$ cat src/rtl/pjm_pkg.sv
package pjm_pkg;
    localparam int LFSR_W = 5;
    localparam logic [LFSR_W-1:0] LFSR_SEED = 5'd1;
    localparam int JIT_CENTER = 16;
    localparam int JIT_SHIFT = 7;
endpackage

$ cat src/rtl/pjm_lfsr_next.sv
module pjm_lfsr_next
    import pjm_pkg::*;
(
    input  logic [LFSR_W-1:0] cur,
    output logic [LFSR_W-1:0] nxt
);
    // x^5 + x^3 + 1, Fibonacci form
    assign nxt = {cur[LFSR_W-2:0], cur[4] ^ cur[2]};
endmodule

$ cat src/rtl/pjm_len_calc.sv
module pjm_len_calc
    import pjm_pkg::*;
#(
    parameter int CNT_W = 20,
    localparam int LEN_W = CNT_W + 1,
    localparam int PRD_W = CNT_W + LFSR_W + 2
)(
    input  logic [CNT_W-1:0]  prt,
    input  logic [LFSR_W-1:0] lfsr,
    input  logic              jit,
    output logic [LEN_W-1:0]  len
);
    logic signed [LFSR_W:0] centred;
    logic signed [PRD_W-1:0] prod;
    logic signed [PRD_W-1:0] offset;

    always_comb begin
        centred = $signed({1'b0, lfsr}) - (LFSR_W+1)'(JIT_CENTER);
        prod    = PRD_W'(centred) * $signed({{(PRD_W-CNT_W){1'b0}}, prt});
        offset  = prod >>> JIT_SHIFT;
        if (jit)
            len = LEN_W'($signed({{(PRD_W-CNT_W){1'b0}}, prt}) + offset);
        else
            len = {1'b0, prt};
    end
endmodule

$ cat src/rtl/pjm_gate_out.sv
module pjm_gate_out #(
    parameter int CNT_W  = 20,
    parameter int SAMP_W = 11,
    localparam int LEN_W = CNT_W + 1,
    localparam logic [SAMP_W-1:0] MID = SAMP_W'(1) << (SAMP_W - 1)
)(
    input  logic              run,
    input  logic [LEN_W-1:0]  cnt,
    input  logic [CNT_W-1:0]  pw,
    input  logic [SAMP_W-1:0] samp_in,
    output logic              gate,
    output logic              sop,
    output logic [SAMP_W-1:0] samp_out
);
    always_comb begin
        gate     = run && (cnt < {1'b0, pw});
        sop      = run && (cnt == '0);
        samp_out = gate ? samp_in : MID;
    end
endmodule

$ cat src/rtl/pulse_jitter_mod.sv
module pulse_jitter_mod
    import pjm_pkg::*;
#(
    parameter int CNT_W  = 20,
    parameter int SAMP_W = 11,
    localparam int LEN_W = CNT_W + 1
)(
    input  logic              clk,
    input  logic              rst_n,
    input  logic              en,
    input  logic              jit_en,
    input  logic [CNT_W-1:0]  prt,
    input  logic [CNT_W-1:0]  pw,
    input  logic [SAMP_W-1:0] samp_in,
    output logic              gate,
    output logic              sop,
    output logic [SAMP_W-1:0] samp_out
);
    typedef struct packed {
        logic              run;
        logic [LEN_W-1:0]  cnt;
        logic [LEN_W-1:0]  len;
        logic [CNT_W-1:0]  pw;
        logic [CNT_W-1:0]  prt;
        logic              jit;
        logic [LFSR_W-1:0] lfsr;
    } state_t;

    state_t s_d, s_q;
    logic [LFSR_W-1:0] lfsr_nxt;
    logic [LEN_W-1:0]  len_new;
    logic              last;

    pjm_lfsr_next u_lfsr (
        .cur (s_q.lfsr),
        .nxt (lfsr_nxt)
    );

    pjm_len_calc #(.CNT_W(CNT_W)) u_len (
        .prt  (prt),
        .lfsr (s_q.lfsr),
        .jit  (jit_en),
        .len  (len_new)
    );

    pjm_gate_out #(.CNT_W(CNT_W), .SAMP_W(SAMP_W)) u_out (
        .run      (s_q.run),
        .cnt      (s_q.cnt),
        .pw       (s_q.pw),
        .samp_in  (samp_in),
        .gate     (gate),
        .sop      (sop),
        .samp_out (samp_out)
    );

    always_comb begin
        s_d  = s_q;
        last = (s_q.cnt == s_q.len - LEN_W'(1));
        if (!en) begin
            s_d.run = 1'b0;
            s_d.cnt = '0;
        end else if (!s_q.run || last) begin
            s_d.run  = 1'b1;
            s_d.cnt  = '0;
            s_d.len  = len_new;
            s_d.pw   = pw;
            s_d.prt  = prt;
            s_d.jit  = jit_en;
            s_d.lfsr = lfsr_nxt;
        end else begin
            s_d.cnt = s_q.cnt + LEN_W'(1);
        end
    end

    always_ff @(posedge clk or negedge rst_n) begin
        if (!rst_n) begin
            s_q      <= '0;
            s_q.lfsr <= LFSR_SEED;
        end else begin
            s_q <= s_d;
        end
    end
endmodule

$ cat config.mk
export PLATFORM = sky130hd
export DESIGN_NAME = pulse_jitter_mod
export DESIGN_NICKNAME = d
export VERILOG_FILES = /design/src/rtl/pjm_pkg.sv /design/src/rtl/pjm_lfsr_next.sv /design/src/rtl/pjm_len_calc.sv /design/src/rtl/pjm_gate_out.sv /design/src/rtl/pulse_jitter_mod.sv
export SDC_FILE = /design/constraint.sdc
export NUM_CORES = 1
export LEC_CHECK = 0
export CAP_MARGIN = 25
export CORE_ASPECT_RATIO = 1.4
export CORE_UTILIZATION = 50
export DETAILED_ROUTE_END_ITERATION = 12
export GPL_ROUTABILITY_DRIVEN = 0
export PLACE_DENSITY = 0.78
export RECOVER_POWER = 25
export SLEW_MARGIN = 10
export SYNTH_ARGS = -nofsm -noshare
export SYNTH_HDL_FRONTEND = slang
export SYNTH_SLANG_ARGS = --single-unit
$ cat constraint.sdc
create_clock -name clk -period 6.3 [get_ports clk]
set_clock_uncertainty 0.2 [all_clocks]
set_input_delay 1.26 -clock clk [delete_from_list [all_inputs] [get_ports clk]]
set_output_delay 1.26 -clock clk [all_outputs]
set_load 0.02 [all_outputs]
==> flow_metrics.py <==
metrics = {
    "synth": {
        "ys_warn_count": 0,
        "postSynthAreaPerCell_um2": 9.33,
        "synth_area_mm2": 0.00891,
        "synth_edf_count": 0,
        "yosys.area.top_type": "dfrtp_1",
        "ys_dominant_reg_cell": "dfrtp_1",
        "async_reset_ff_frac": 1.00,
        "synth_cell_types": 59,
        "yosysSeqAreaShare": 0.191,
        "synth_common_cells": "ha_1, and2_1, fa_1, inv_1, nor2_1",
        "yosysMostFrequentCell": "ha_1",
        "syn-num-nets": 1182,
        "yosysTopAreaCellShare": 0.188,
        "ys_ff_latch": 68,
        "synth_area_leaders": "dfrtp_1, fa_1, ha_1",
        "syn_inst": 955,
    },
    "run": {
        "drv_cap": 1,
    },
    "placed_design": {
        "dp_cells": 1355,
        "pre_cts_ws_ns": -1.38,
        "port_buffers": 67,
        "hpwlAfterDp_um": 17000,
        "postPlaceCellArea_mm2": 0.0108,
    },
    "run_status": {
        "failed_checks": "capacitance limit, slew limit, setup timing",
        "outcome": "complete, but fails checks",
    },
    "cells_and_area": {
        "layout.nets": 1376,
        "fin_area_mm2": 0.0117,
        "reg_top3": "s_q (68)",
        "largest_register": "s_q",
        "area.growth.synth_to_final_pct": 31.1,
        "n_fill_cell": 1287,
        "antenna_cells": 0,
        "final_cell_count_no_fill": 1389,
        "largest_register_ffs": 68,
        "regArea_mm2": 0.00170,
        "layout-drive-gt1-share": 0.254,
        "multi_input_area_mm2": 0.00722,
    },
    "route": {
        "vias": 7871,
        "avgRoutedWirePerCell_um": 17.0,
        "drt_first_pass_iters": 5,
        "drtAntennaViolNets": 0,
        "vias_per_cell": 5.67,
        "wirelength_um": 23600,
        "drcViolationCount": 0,
        "drt_iter0_drc": 309,
    },
    "power": {
        "clockPowerShare": 0.209,
        "power_frac_seq": 0.228,
        "irDropWorstVdd_mv": 0.141,
        "power_density_mw_per_mm2": 223,
        "p_leak_nw": 5.67,
        "p_int_w": 0.00163,
        "switching_share": 0.375,
        "pwr-share-comb": 0.563,
        "p_sw_w": 0.000975,
    },
    "setup_path": {
        "reg2reg_from": "s_q[4]$_DFFE_PN0P_",
        "required_ns": 6.37,
        "arrival_ns": 7.02,
        "r2r_end": "s_q[65]$_DFFE_PN0P_",
        "setup.worst_path.end": "s_q[65]$_DFFE_PN0P_",
        "r2r_slack_ns": -0.25,
        "cp_max_fo": 3,
        "r2r_cells": 27,
        "cpMaxStageDelayCell": "fa_1",
        "criticalPathCategory": "input pin to register",
        "setup.worst_path.start": "prt[5]",
        "slowest_delay_ns": 0.55,
        "startpoint_type": "input pin",
        "crit_path_end_kind": "register",
    },
    "die": {
        "dieArea_mm2": 0.0184,
        "ios": 68,
        "num_rows": 57,
        "start_util": 0.512,
        "die_y_um": 160,
        "fp.coreArea_mm2": 0.0174,
        "die_w_um": 115,
    },
    "timing": {
        "timing.final.crit_share": 1.10,
        "rsz0062_at_grt": "true",
        "slew_violations": 69,
        "final_hold_viol_count": 0,
        "fin_tns_setup_ns": -7.17,
        "worstMarginPinSlew_ns": 3.54,
        "slew_headroom": -1.36,
        "fmaxAchievable_mhz": 144,
        "finalCriticalPeriod_ns": 6.94,
        "fin_ws_ns": -0.645,
        "setup_viol": 15,
    },
    "global_routing": {
        "grt_max_degree": 69,
        "gr-usage-all-layers": 0.248,
        "grt_pass1_vias": 8274,
        "antenna_found_initial": 0,
        "grt_overflow": 0,
        "grt_pass1_wl_um": 37000,
    },
    "cts": {
        "numCtsBuffers": 9,
        "root_buffer": "clkbuf_16",
        "cts_sinks": 68,
        "cts_max_path_buffers": 2,
        "tritoncts": "done",
        "clk_latency_ns": 0.33,
        "htreeDepth": 3,
        "path_clk_slew_ns": 0.06,
    },
    "hold_path": {
        "hp-class": "register to register",
    },
}
-- metal layers --
metal,global-route usage,up-vias,routed length (µm)
met5,0,-,0
met4,0.117,0,960
met3,0.0285,80,877
met2,0.477,235,12800
met1,0.263,3858,8910
li1,-,3698,-
-- cell type report --
| type | instances | area share |
|---|---|---|
| clock buffers | 11 | 0.0216 |
| inverters | 72 | 0.0231 |
| flip-flops and latches | 68 | 0.146 |
| multi-input cells | 776 | 0.618 |
| repair buffers | 222 | 0.160 |
| well taps | 236 | 0.0253 |
| clock inverters | 4 | 0.00621 |
-- metrics by stage --
step / util / power [W] / hold slack (ns)
after global placement: 0.619 / 0.00174 / 0.290
after detailed placement: 0.621 / 0.00178 / 0.295
after global routing: 0.671 / 0.00276 / 0.327
final: 0.671 / 0.00260 / 0.311
after CTS: 0.656 / 0.00244 / 0.311
after floorplan: - / 0.00135 / 0.276
-- worst min path at each step --
stage | slack (ns) | end | startpoint | depth (start not counted)
final | 0.31 | s_q[44]$_DFFE_PN0P_ | s_q[44]$_DFFE_PN0P_ | 1
after floorplan | 0.28 | s_q[66]$_DFFE_PN0P_ | s_q[66]$_DFFE_PN0P_ | 1
after global routing | 0.33 | s_q[66]$_DFFE_PN0P_ | s_q[66]$_DFFE_PN0P_ | 1
after global placement | 0.29 | s_q[34]$_DFFE_PN0P_ | s_q[34]$_DFFE_PN0P_ | 1
after CTS | 0.31 | s_q[33]$_DFFE_PN0P_ | s_q[33]$_DFFE_PN0P_ | 1
after detailed placement | 0.29 | s_q[35]$_DFFE_PN0P_ | s_q[35]$_DFFE_PN0P_ | 1
-- cell families after synthesis --
| family | count (synthesis) | synth area share |
|---|---|---|
| AND/OR/NAND/NOR | 321 | 0.195 |
| AO/OA/AOI/OAI | 159 | 0.116 |
| XOR/XNOR | 75 | 0.0737 |
| buffers and inverters | 111 | 0.0503 |
| adder cells (fa/ha/maj) | 172 | 0.303 |
| multiplexers | 49 | 0.0706 |
| flip-flops | 68 | 0.191 |
-- power by group through the flow --
stage	logic (W)	clock network (W)	registers, W
after floorplan	0.000792	0	0.000563
after global placement	0.00115	0	0.000594
after detailed placement	0.00119	0	0.000597
after CTS	0.00129	0.000551	0.000592
after global routing	0.00158	0.000570	0.000608
final	0.00146	0.000544	0.000595
-- layout by cell type, fill, tap and decap left out, types with 5 or more instances in the layout --
cell type / netlist / layout
o21bai_1: 6 / 5
a21o_1: 15 / 15
fa_1: 73 / 69
o21ai_2: 0 / 5
a21oi_2: 0 / 7
mux2_4: 27 / 27
ha_1: 99 / 92
a21oi_1: 45 / 35
nor4_1: 13 / 11
inv_1: 72 / 72
nor2b_2: 0 / 6
clkdlybuf4s50_1: 0 / 51
or4_1: 6 / 6
nand3_2: 0 / 5
nor2b_1: 25 / 19
and2_1: 73 / 67
o21ai_0: 18 / 11
nand4_1: 9 / 9
nand3_1: 23 / 17
o21a_1: 7 / 7
nor2_1: 71 / 67
and3_1: 11 / 9
buf_6: 3 / 11
dlygate4sd2_1: 0 / 6
clkbuf_16: 0 / 9
and2_4: 0 / 6
nand2b_1: 8 / 8
xor2_1: 28 / 27
xnor2_1: 47 / 44
dfrtp_1: 67 / 67
a31oi_1: 22 / 19
nand2_1: 41 / 39
nor3_1: 15 / 12
mux2i_1: 19 / 19
buf_4: 0 / 142
a211oi_1: 17 / 15
ha_4: 0 / 5
and4_1: 6 / 6
-- repair_timing --
action / CTS / global route
endpoints found under the setup margin: 19 / 16
endpoints found under the hold margin: 0 / 0
pin swaps: 82 / 52
setup buffers: 9 / 11
hold buffers: 0 / 0
gates resized for setup: 86 / 45
-- critical path: cells and delay by family --
kind	cells	cell delay, ns
AOI/OAI and AO/OA	6	1.11
buffers and inverters	5	0.32
muxes	1	0.13
xor gates and xnor gates	1	0.09
adders and majority gates	6	2.52
and+or+nand+nor	8	1.55
Note: power is estimated with default switching activity, not from simulation.
